<file path="config.mk">
export PLATFORM = sky130hd
export DESIGN_NAME = busclk_guard
export DESIGN_NICKNAME = d
export VERILOG_FILES = /design/src/rtl/busclk_pkg.sv /design/src/rtl/busclk_sync.sv /design/src/rtl/busclk_edge_mon.sv /design/src/rtl/busclk_select.sv /design/src/rtl/busclk_guard.sv
export SDC_FILE = /design/constraint.sdc
export NUM_CORES = 1
export LEC_CHECK = 0
export CORE_ASPECT_RATIO = 1.2
export CORE_MARGIN = 2
export CORE_UTILIZATION = 28
export DETAILED_ROUTE_END_ITERATION = 12
export PLACE_DENSITY = 0.45
export SLEW_MARGIN = 10
export SYNTH_ARGS = -nofsm -noshare
export SYNTH_HDL_FRONTEND = slang
export SYNTH_SLANG_ARGS = --single-unit
</file>
<file path="constraint.sdc">
create_clock -name clk_i -period 2.5 [get_ports clk_i]
set_clock_uncertainty 0.05 [all_clocks]
set_input_delay 0.25 -clock clk_i [delete_from_list [all_inputs] [get_ports clk_i]]
set_output_delay 0.25 -clock clk_i [all_outputs]
set_load 0.01 [all_outputs]
</file>
<file path="src/rtl/busclk_pkg.sv">
package busclk_pkg;
  localparam int NUM_CLK = 2;
  localparam int FLAG_W  = 3;
  localparam int FL_A    = 0;
  localparam int FL_B    = 1;
  localparam int FL_DBL  = 2;

  typedef enum logic {
    SEL_A = 1'b0,
    SEL_B = 1'b1
  } clk_sel_e;
endpackage

</file>
<file path="src/rtl/busclk_sync.sv">
module busclk_sync #(
  parameter int W = 1
) (
  input  logic         clk_i,
  input  logic         rst_ni,
  input  logic [W-1:0] d_i,
  output logic [W-1:0] q_o
);
  logic [W-1:0] meta_q, sync_q;

  always_ff @(posedge clk_i or negedge rst_ni) begin
    if (!rst_ni) begin
      meta_q <= '0;
      sync_q <= '0;
    end else begin
      meta_q <= d_i;
      sync_q <= meta_q;
    end
  end

  assign q_o = sync_q;
endmodule

</file>
<file path="src/rtl/busclk_edge_mon.sv">
module busclk_edge_mon #(
  parameter int NOM_TICKS = 16,
  parameter int TOL_TICKS = 4,
  parameter int FRAME_CYC = 1024
) (
  input  logic clk_i,
  input  logic rst_ni,
  input  logic clk_s_i,
  input  logic frame_rise_i,
  input  logic rearm_i,
  output logic fault_o
);
  localparam int LATE  = NOM_TICKS + TOL_TICKS;
  localparam int EARLY = NOM_TICKS - TOL_TICKS;
  localparam int TW    = $clog2(LATE + 2);
  localparam int FW    = $clog2(FRAME_CYC + 2);
  localparam logic [TW-1:0] LATE_T  = TW'(LATE);
  localparam logic [TW-1:0] EARLY_T = TW'(EARLY);
  localparam logic [TW-1:0] SAT_T   = TW'(LATE + 1);
  localparam logic [FW-1:0] FRM_T   = FW'(FRAME_CYC);
  localparam logic [FW-1:0] FSAT_T  = FW'(FRAME_CYC + 1);

  logic          clk_d, rise, armed;
  logic [TW-1:0] tick_cnt;
  logic          frm_valid;
  logic [FW-1:0] frm_cnt;
  logic          tmr_fault, cnt_fault, fault_q;

  assign rise = clk_s_i & ~clk_d;

  // tick_cnt equals the interval in ticks when the next rise is seen
  always_comb begin
    tmr_fault = 1'b0;
    if (armed) begin
      if (rise) tmr_fault = (tick_cnt < EARLY_T) || (tick_cnt > LATE_T);
      else      tmr_fault = (tick_cnt == LATE_T);
    end
  end

  assign cnt_fault = frame_rise_i && frm_valid && (frm_cnt != FRM_T);

  always_ff @(posedge clk_i or negedge rst_ni) begin
    if (!rst_ni) begin
      clk_d    <= 1'b0;
      armed    <= 1'b0;
      tick_cnt <= '0;
    end else begin
      clk_d <= clk_s_i;
      if (rise) begin
        armed    <= 1'b1;
        tick_cnt <= TW'(1);
      end else if (armed && tick_cnt != SAT_T) begin
        tick_cnt <= tick_cnt + 1'b1;
      end
    end
  end

  always_ff @(posedge clk_i or negedge rst_ni) begin
    if (!rst_ni) begin
      frm_valid <= 1'b0;
      frm_cnt   <= '0;
    end else if (rearm_i) begin
      frm_valid <= 1'b0;
      frm_cnt   <= '0;
    end else if (frame_rise_i) begin
      frm_valid <= 1'b1;
      frm_cnt   <= rise ? FW'(1) : '0;
    end else if (rise && frm_cnt != FSAT_T) begin
      frm_cnt <= frm_cnt + 1'b1;
    end
  end

  always_ff @(posedge clk_i or negedge rst_ni) begin
    if (!rst_ni) fault_q <= 1'b0;
    else         fault_q <= tmr_fault | cnt_fault;
  end

  assign fault_o = fault_q;

  p_window_ok_r2: assert property (@(posedge clk_i) disable iff (!rst_ni)
    (armed && rise && !frame_rise_i && tick_cnt >= EARLY_T && tick_cnt <= LATE_T) |=> !fault_o);

  p_fault_cause_r3: assert property (@(posedge clk_i) disable iff (!rst_ni)
    fault_o |-> $past(rise || frame_rise_i || tick_cnt == LATE_T));

  p_first_frame_r5: assert property (@(posedge clk_i) disable iff (!rst_ni)
    (frame_rise_i && !frm_valid && !tmr_fault) |=> !fault_o);
endmodule

</file>
<file path="src/rtl/busclk_select.sv">
module busclk_select
  import busclk_pkg::*;
#(
  parameter bit DEFAULT_SEL = 1'b0
) (
  input  logic               clk_i,
  input  logic               rst_ni,
  input  logic               failover_en_i,
  input  logic [NUM_CLK-1:0] fail_i,
  output logic               sel_o,
  output logic               resync_o,
  output logic               dbl_o
);
  clk_sel_e sel_q;
  logic     resync_q;
  logic     fail_cur, fail_oth;

  assign fail_cur = fail_i[sel_q];
  assign fail_oth = fail_i[~sel_q];
  assign dbl_o    = failover_en_i && fail_cur && fail_oth;

  always_ff @(posedge clk_i or negedge rst_ni) begin
    if (!rst_ni) begin
      sel_q    <= clk_sel_e'(DEFAULT_SEL);
      resync_q <= 1'b0;
    end else begin
      resync_q <= 1'b0;
      if (failover_en_i && fail_cur && !fail_oth) begin
        sel_q    <= (sel_q == SEL_A) ? SEL_B : SEL_A;
        resync_q <= 1'b1;
      end
    end
  end

  assign sel_o    = sel_q;
  assign resync_o = resync_q;

  p_hold_r10: assert property (@(posedge clk_i) disable iff (!rst_ni)
    !failover_en_i |=> sel_q == $past(sel_q));

  p_switch_clean_r9: assert property (@(posedge clk_i) disable iff (!rst_ni)
    (sel_q != $past(sel_q)) |-> ($past(fail_i) == ($past(sel_q) == SEL_B ? 2'b10 : 2'b01)));

  p_resync_pulse_r9: assert property (@(posedge clk_i) disable iff (!rst_ni)
    resync_q |=> !resync_q);
endmodule

</file>
<file path="src/rtl/busclk_guard.sv">
module busclk_guard
  import busclk_pkg::*;
#(
  parameter int NOM_TICKS   = 16,
  parameter int TOL_TICKS   = 4,
  parameter int FRAME_CYC   = 1024,
  parameter bit DEFAULT_SEL = 1'b0
) (
  input  logic              clk_i,
  input  logic              rst_ni,
  input  logic              bus_clk_a_i,
  input  logic              bus_clk_b_i,
  input  logic              frame_i,
  input  logic              failover_en_i,
  input  logic [FLAG_W-1:0] irq_en_i,
  input  logic [FLAG_W-1:0] clear_i,
  output logic [FLAG_W-1:0] flags_o,
  output logic              irq_o,
  output logic              sel_o,
  output logic              resync_o
);
  logic [NUM_CLK:0]   sync_q;
  logic               frame_d, frame_rise;
  logic [NUM_CLK-1:0] mon_fault;
  logic               dbl_set;
  logic [FLAG_W-1:0]  flags_q, flag_set;

  busclk_sync #(.W(NUM_CLK + 1)) u_sync (
    .clk_i (clk_i),
    .rst_ni(rst_ni),
    .d_i   ({frame_i, bus_clk_b_i, bus_clk_a_i}),
    .q_o   (sync_q)
  );

  always_ff @(posedge clk_i or negedge rst_ni) begin
    if (!rst_ni) frame_d <= 1'b0;
    else         frame_d <= sync_q[NUM_CLK];
  end
  assign frame_rise = sync_q[NUM_CLK] & ~frame_d;

  for (genvar g = 0; g < NUM_CLK; g++) begin : g_mon
    busclk_edge_mon #(
      .NOM_TICKS(NOM_TICKS),
      .TOL_TICKS(TOL_TICKS),
      .FRAME_CYC(FRAME_CYC)
    ) u_mon (
      .clk_i       (clk_i),
      .rst_ni      (rst_ni),
      .clk_s_i     (sync_q[g]),
      .frame_rise_i(frame_rise),
      .rearm_i     (resync_o),
      .fault_o     (mon_fault[g])
    );
  end

  busclk_select #(.DEFAULT_SEL(DEFAULT_SEL)) u_sel (
    .clk_i        (clk_i),
    .rst_ni       (rst_ni),
    .failover_en_i(failover_en_i),
    .fail_i       (flags_q[NUM_CLK-1:0]),
    .sel_o        (sel_o),
    .resync_o     (resync_o),
    .dbl_o        (dbl_set)
  );

  assign flag_set = {dbl_set, mon_fault};

  // set wins over a clear in the same cycle
  always_ff @(posedge clk_i or negedge rst_ni) begin
    if (!rst_ni) flags_q <= '0;
    else         flags_q <= flag_set | (flags_q & ~clear_i);
  end

  assign flags_o = flags_q;
  assign irq_o   = |(flags_q & irq_en_i);

  for (genvar f = 0; f < FLAG_W; f++) begin : g_chk
    p_sticky_r7: assert property (@(posedge clk_i) disable iff (!rst_ni)
      (flags_q[f] && !clear_i[f]) |=> flags_q[f]);
  end

  p_dbl_cause_r11: assert property (@(posedge clk_i) disable iff (!rst_ni)
    $rose(flags_q[FL_DBL]) |-> $past(flags_q[FL_B:FL_A] == 2'b11));

  p_irq_quiet_r8: assert property (@(posedge clk_i) disable iff (!rst_ni)
    (flags_q == '0) |-> !irq_o);
endmodule

</file>
==> results of run 1 <==
-- routing by layer --
metal	GRT usage, %	vias to the layer above	routed length [um]
li1	-	914	-
met1	13.7	893	2380
met2	18.7	12	2450
met3	3.14	6	117
met4	3.25	0	65
met5	0	-	0
-- logic make-up after synthesis --
group / after synthesis / share of synthesized area, %
XOR/XNOR: 21 / 7.22
AO/OA/AOI/OAI: 30 / 7.27
buffers and inverters: 23 / 3.98
flip-flops: 51 / 50.1
multiplexers: 2 / 0.786
adder cells (fa/ha/maj): 12 / 5.89
AND/OR/NAND/NOR: 113 / 24.8
-- through the flow --
| stage | hold WS, ps | worst slack [ps] |
|---|---|---|
| detailed placement | 287 | 665 |
| floorplan | -95.6 | 972 |
| finish | -8.56 | 553 |
| global placement | 284 | 686 |
| CTS | 33.0 | 523 |
| global route | 61.7 | 418 |
-- flip-flops by register name (all words and copies together) (netlist names) --
signal	cells
u_sel.resync_o	1
g_mon.u_mon.frm_valid	1
g_mon.u_mon.frm_cnt	22
g_mon.u_mon.tick_cnt	10
frame_d	1
g_mon.u_mon.armed	2
flags_o	3
u_sync.meta_q	3
u_sync.q_o	3
g_mon.u_mon.fault_o	2
u_sel.sel_o	1
g_mon.u_mon.clk_d	2
-- layout make-up --
type	instances	area (sq um)
sequential	51	1280
tap	120	150
inverter	15	56.3
fill	946	5980
timing repair buffer	22	203
clock buffer	8	100
multi-input combinational	178	1170
-- path summary, 6_finish.rpt --
check | endpoint | cells after the start
max reg2reg | g_mon[0].u_mon.frm_cnt[8] | 5
min in group clk_i | u_sync.q_o[0] | 0
min reg2reg | u_sync.q_o[0] | 0
min | g_mon[1].u_mon.tick_cnt[2] | 2
max in group asynchronous | g_mon[0].u_mon.frm_cnt[1] | 2
max | irq_o | 3
-- worst reg2reg max path: stages, from the launching register on --
cell	delay (ps)
dfrtp_1	380
nor2b_1	120
buf_4	160
or2_1	370
or4_1	510
nand2_1	80
-- power by group through the flow --
stage	Sequential, mW	Combinational [mW]	Clock [mW]
finish	1.13	0.510	0.532
global route	1.16	0.590	0.596
CTS	1.13	0.523	0.562
detailed placement	1.15	0.520	0
global placement	1.14	0.517	0
floorplan	1.10	0.350	0
-- placed cells by master, fill, tap and decap left out, types with 3 or more instances in the layout --
cell / count
xor2_1: 12
buf_4: 5
and4_1: 3
clkdlybuf4s50_1: 16
nand3_1: 12
o21ai_0: 10
nand4b_1: 3
nand2b_1: 5
dfrtp_1: 51
nand4_1: 12
ha_1: 12
nor2b_1: 5
nor4_1: 4
nor2_1: 27
a21oi_1: 8
nand2_1: 19
inv_1: 15
xnor2_1: 9
clkbuf_8: 7
nor3_1: 6
==> summary.txt, run 1 <==
Status
  • Status: finished with violations
  • Violated checks: negative hold slack

Final layout
  • Layout cell share with drive strength beyond 1: 6.20%
  • Final Non-Filler Cells: 394
  • ANT cells: 0
  • Final net count: 297
  • Area delta synth->final: 16.0%
  • Util after Layout: 33.1%
  • Design Area, Final: 2960 sq um

Synth
  • Register area share after synthesis: 50.1%
  • Cells after synthesis: 252
  • Syn nets: 276
  • Unique masters post-synth: 43
  • Top-count cell post-synth: dfrtp_1
  • Top cells by area, synth: dfrtp_1 (50%), ha_1 (5.9%), xor2_1 (4.1%)
  • Main synth FF type: dfrtp_1
  • Seq cells post-synth: 51
  • Leading area contributor after synthesis: dfrtp_1
  • Share of the synthesized area in the top cell type: 50.1%
  • Post-synth ARST share: 100%
  • Post-synth EDFFs: 0
  • Synth warn: 0
  • List of most frequent post-synthesis cells: dfrtp_1 (51), nor2_1 (27), nand2_1 (19)
  • Mapped cell area: 2550 sq um
  • Mean Syn Cell Area: 10.1 sq um

Routing
  • Post-route ant nets: 0
  • Total vias in the final route: 1825
  • Post-DR wirelength/cell: 12.7 um
  • DRC violations left: 0
  • Pre-Repair DR Iteration Count: 4
  • Vias per inst: 4.63
  • Detailed Route Iter0 Violations: 86
  • Post-Route WL: 5020 um

Clocking
  • Number of H-tree levels: 2
  • Clock slew at reported path FFs: 90 ps
  • CTS hold repair buffers: 0
  • Cell chosen for the clock root: clkbuf_8
  • Clk Latency, worst-skew pair: 310 ps
  • Clock Tree Buf Depth: 2
  • CTS sink count: 51
  • Number of post-CTS setup repair buffers: 0
  • # resized after CTS: 0
  • CTS tree: built
  • Inserted Clock Buffers: 5

Die
  • Num rows: 38
  • Starting Density: 28.5%
  • Core Region: 8940 sq um
  • Num ports: 18
  • Die Height: 109 um
  • Die X: 91.1 um
  • Die ar.: 9890 sq um

Pwr
  • Internal Power: 1.47 mW
  • Clock share of power: 24.5%
  • Sw power: 699 uW
  • Worst vdd ir: 0.309 mV
  • Power Total: 2.17 mW
  • Pwr dens: 735 nW/um^2
  • Gate power share: 23.5%
  • Seq pwr share: 52.0%
  • P_leak: 1.26 nW
  • Net Sw Frac: 32.2%

Timing
  • Crit share post-route: 77.9%
  • RSZ-0062 raised after global routing: false
  • Hold Violations, Final: 4
  • Hold slack: -8.56 ps
  • # setup viols final: 0
  • Setup TNS: 0 ps
  • Worst slew margin: 55.9%
  • Slew Viols, Final: 0
  • Max frequency: 0.514 GHz
  • Min cycle time layout: 1950 ps
  • Worst-Margin Slew: 662 ps

Global routing
  • Largest net degree at the start of global routing: 52
  • Antenna violations before repair: 0
  • Vias in the first global route: 1823
  • Total GRT Usage: 11.0%
  • Total grt overflow: 0
  • First-pass GRT wire length: 8680 um

Placed design
  • Placed cells: 386
  • Post-DP Area: 2860 sq um
  • # port buffers: 17
  • RD Place Congestion: 0.775
  • Dpl hpwl: 3370 um

Critical path
  • Crit path launch type: register
  • Critical Path AT: 1650 ps
  • Slowest stage cell, crit path: clkdlybuf4s50_1
  • Worst Setup SP: flags_o[0]
  • CP Class: register to primary output
  • R2r startpoint: u_sync.q_o[2]
  • Critical path endpoint category: primary output
  • Worst path cell trace: a222oi_1, inv_1, clkdlybuf4s50_1
  • Worst EP required: 2200 ps
  • Family with the most delay on the worst path: buffers and inverters
  • Largest stage delay on the critical path: 480 ps
  • Buf/Inv on CP: 2
  • Critical path fanouts, max: 8
  • Setup slack, reg-to-reg: 770 ps

Hold path
  • Hold Crit Class: input port to async pin

Flow run
  • Max-Cap Viols: 0
Note: power is estimated with default switching activity, not from simulation.
==> run 2, diff against run 1 <==
clock period = 2 ns   (was 2.5 ns; I/O delays follow)
==> summary.txt, run 2 (synthesis results as in run 1) <==
Status
  • Status: completed

Final layout
  • Regs by FF count: g_mon.u_mon.frm_cnt (22), g_mon.u_mon.tick_cnt (10)
  • Area delta synth->final: 17.0%
  • Multi-input logic area: 1170 sq um
  • Fillcell total: 975
  • Layout cell share with drive strength beyond 1: 6.55%
  • Design Area, Final: 2980 sq um
  • Commonest non-fill, non-tap cell in the layout: dfrtp_1
  • Util after Layout: 33.4%
  • Commonest non-fill, non-tap cells in the layout: dfrtp_1 (50), nor2_1 (27), nand2_1 (19)
  • Number of flip-flops in the largest register: 22
  • FF+latch area: 1280 sq um
  • Reg with most FFs: g_mon.u_mon.frm_cnt
  • Final net count: 298
  • ANT cells: 0

Clocking
  • Clock Tree Buf Depth: 2
  • CTS tree: built
  • Clk Latency, worst-skew pair: 300 ps
  • Clock slew at reported path FFs: 100 ps
  • Cell chosen for the clock root: clkbuf_8
  • Number of H-tree levels: 2
  • CTS sink count: 51
  • Number of post-CTS setup repair buffers: 0
  • Inserted Clock Buffers: 5

Critical path
  • R2R depth: 6
  • Worst EP required: 2180 ps
  • Slowest stage cell, crit path: dfrtp_1
  • CP Class: register to register
  • Crit path launch type: register
  • Worst path cell trace: inv_1, ha_1, nor3b_1, a31oi_1, or3_1, a21oi_1
  • Family with the most delay on the worst path: simple AND/OR/NAND/NOR gates
  • Buf/Inv on CP: 1
  • FF-to-FF End: g_mon[0].u_mon.frm_cnt[0]
  • Critical path depth in cells: 6
  • Largest stage delay on the critical path: 420 ps
  • Critical path endpoint category: register
  • Critical path fanouts, max: 5
  • CP endpoint: g_mon[0].u_mon.frm_cnt[0]
  • Critical Path AT: 1860 ps
  • Setup slack, reg-to-reg: 320 ps
  • Worst Setup SP: g_mon[0].u_mon.frm_cnt[1]
  • R2r startpoint: g_mon[0].u_mon.frm_cnt[1]

Global routing
  • Largest net degree at the start of global routing: 40
  • Global-route met3 utilization: 2.30%
  • GRT busiest layer: met2
  • First-pass GRT wire length: 8830 um
  • Met2 Usage GRT: 19.2%
  • Antenna violations before repair: 0
  • M1 GR Usage: 14.0%
  • Total grt overflow: 0
  • Total GRT Usage: 11.1%
  • Vias in the first global route: 1811

Die
  • Die Height: 109 um
  • Starting Density: 28.5%
  • Num ports: 18
  • Core Region: 8940 sq um
  • Die X: 91.1 um
  • Num rows: 38
  • Die ar.: 9890 sq um

Timing
  • Worst slew margin: 72.6%
  • Hold slack: 263 ps
  • Setup TNS: 0 ps
  • Crit share post-route: 83.9%
  • Worst-Margin Slew: 407 ps
  • Min cycle time layout: 1680 ps
  • Slew Viols, Final: 0
  • Max frequency: 0.596 GHz
  • # setup viols final: 0
  • Hold Violations, Final: 0
  • RSZ-0062 raised after global routing: false

Pwr
  • Seq pwr share: 52.1%
  • P_leak: 1.28 nW
  • Internal Power: 1.85 mW
  • Worst vdd ir: 0.306 mV
  • Clock share of power: 24.0%
  • Sw power: 862 uW
  • Gate power share: 23.9%
  • Net Sw Frac: 31.8%
  • Pwr dens: 908 nW/um^2

Routing
  • Pre-Repair DR Iteration Count: 4
  • Post-DR wirelength/cell: 12.6 um
  • Total vias in the final route: 1843
  • Vias per inst: 4.67
  • Detailed Route Iter0 Violations: 37
  • Post-Route WL: 4960 um
  • DRC violations left: 0
  • Post-route ant nets: 0

Placed design
  • Dpl hpwl: 3520 um
  • RD Place Congestion: 0.777
  • Post-DP Area: 2870 sq um
  • # port buffers: 17

Hold path
  • Hold Crit Class: input port to async pin

Flow run
  • Max-Cap Viols: 0
run 2: how the worst min path moves through the flow:
stage	end	slack [ps]	cells past startpoint
2_1_floorplan	flags_o[0]	-150	0
3_3_place_gp	g_mon[1].u_mon.tick_cnt[2]	80	1
3_5_place_dp	g_mon[1].u_mon.tick_cnt[2]	80	1
4_1_cts	u_sync.meta_q[1]	270	1
5_1_grt	u_sync.meta_q[1]	260	1
6_report	g_mon[1].u_mon.frm_cnt[9]	260	2
run 2: power groups by stage:
stage,sequential [mW],clock (mW),combinational (mW)
after global placement,1.43,0,0.650
after detailed placement,1.43,0,0.660
after global routing,1.45,0.731,0.743
final,1.41,0.650,0.647
after CTS,1.41,0.685,0.663
after floorplan,1.38,0,0.438
run 2: per-stage QoR:
step           total power [mW]  worst slack [ps]  std cells
2_1_floorplan              1.82               472        252
3_3_place_gp               2.08               285        386
3_5_place_dp               2.09               269        386
4_1_cts                    2.76              86.3        395
5_1_grt                    2.92               110        395
6_report                   2.71               322        395
run 2: timing repair:
action                                  in CTS  in global routing
hold endpoints to repair                    12                  0
hold buffers                                 1                  0
resized for setup                            0                  2
endpoints found under the setup margin       0                  1
run 2: layer usage:
metal | share of wire (%) | vias to the layer above
met2 | 50 | 15
met4 | 1.4 | 0
met1 | 46 | 910
met5 | 0 | -
li1 | - | 911
met3 | 2.3 | 7
run 2: area by class of cell:
cell class / instances / area share, %
clock buffers: 8 / 3.36
multi-input cells: 178 / 39.3
repair buffers: 23 / 7.63
inverters: 15 / 1.89
flip-flops and latches: 51 / 42.8
well taps: 120 / 5.03
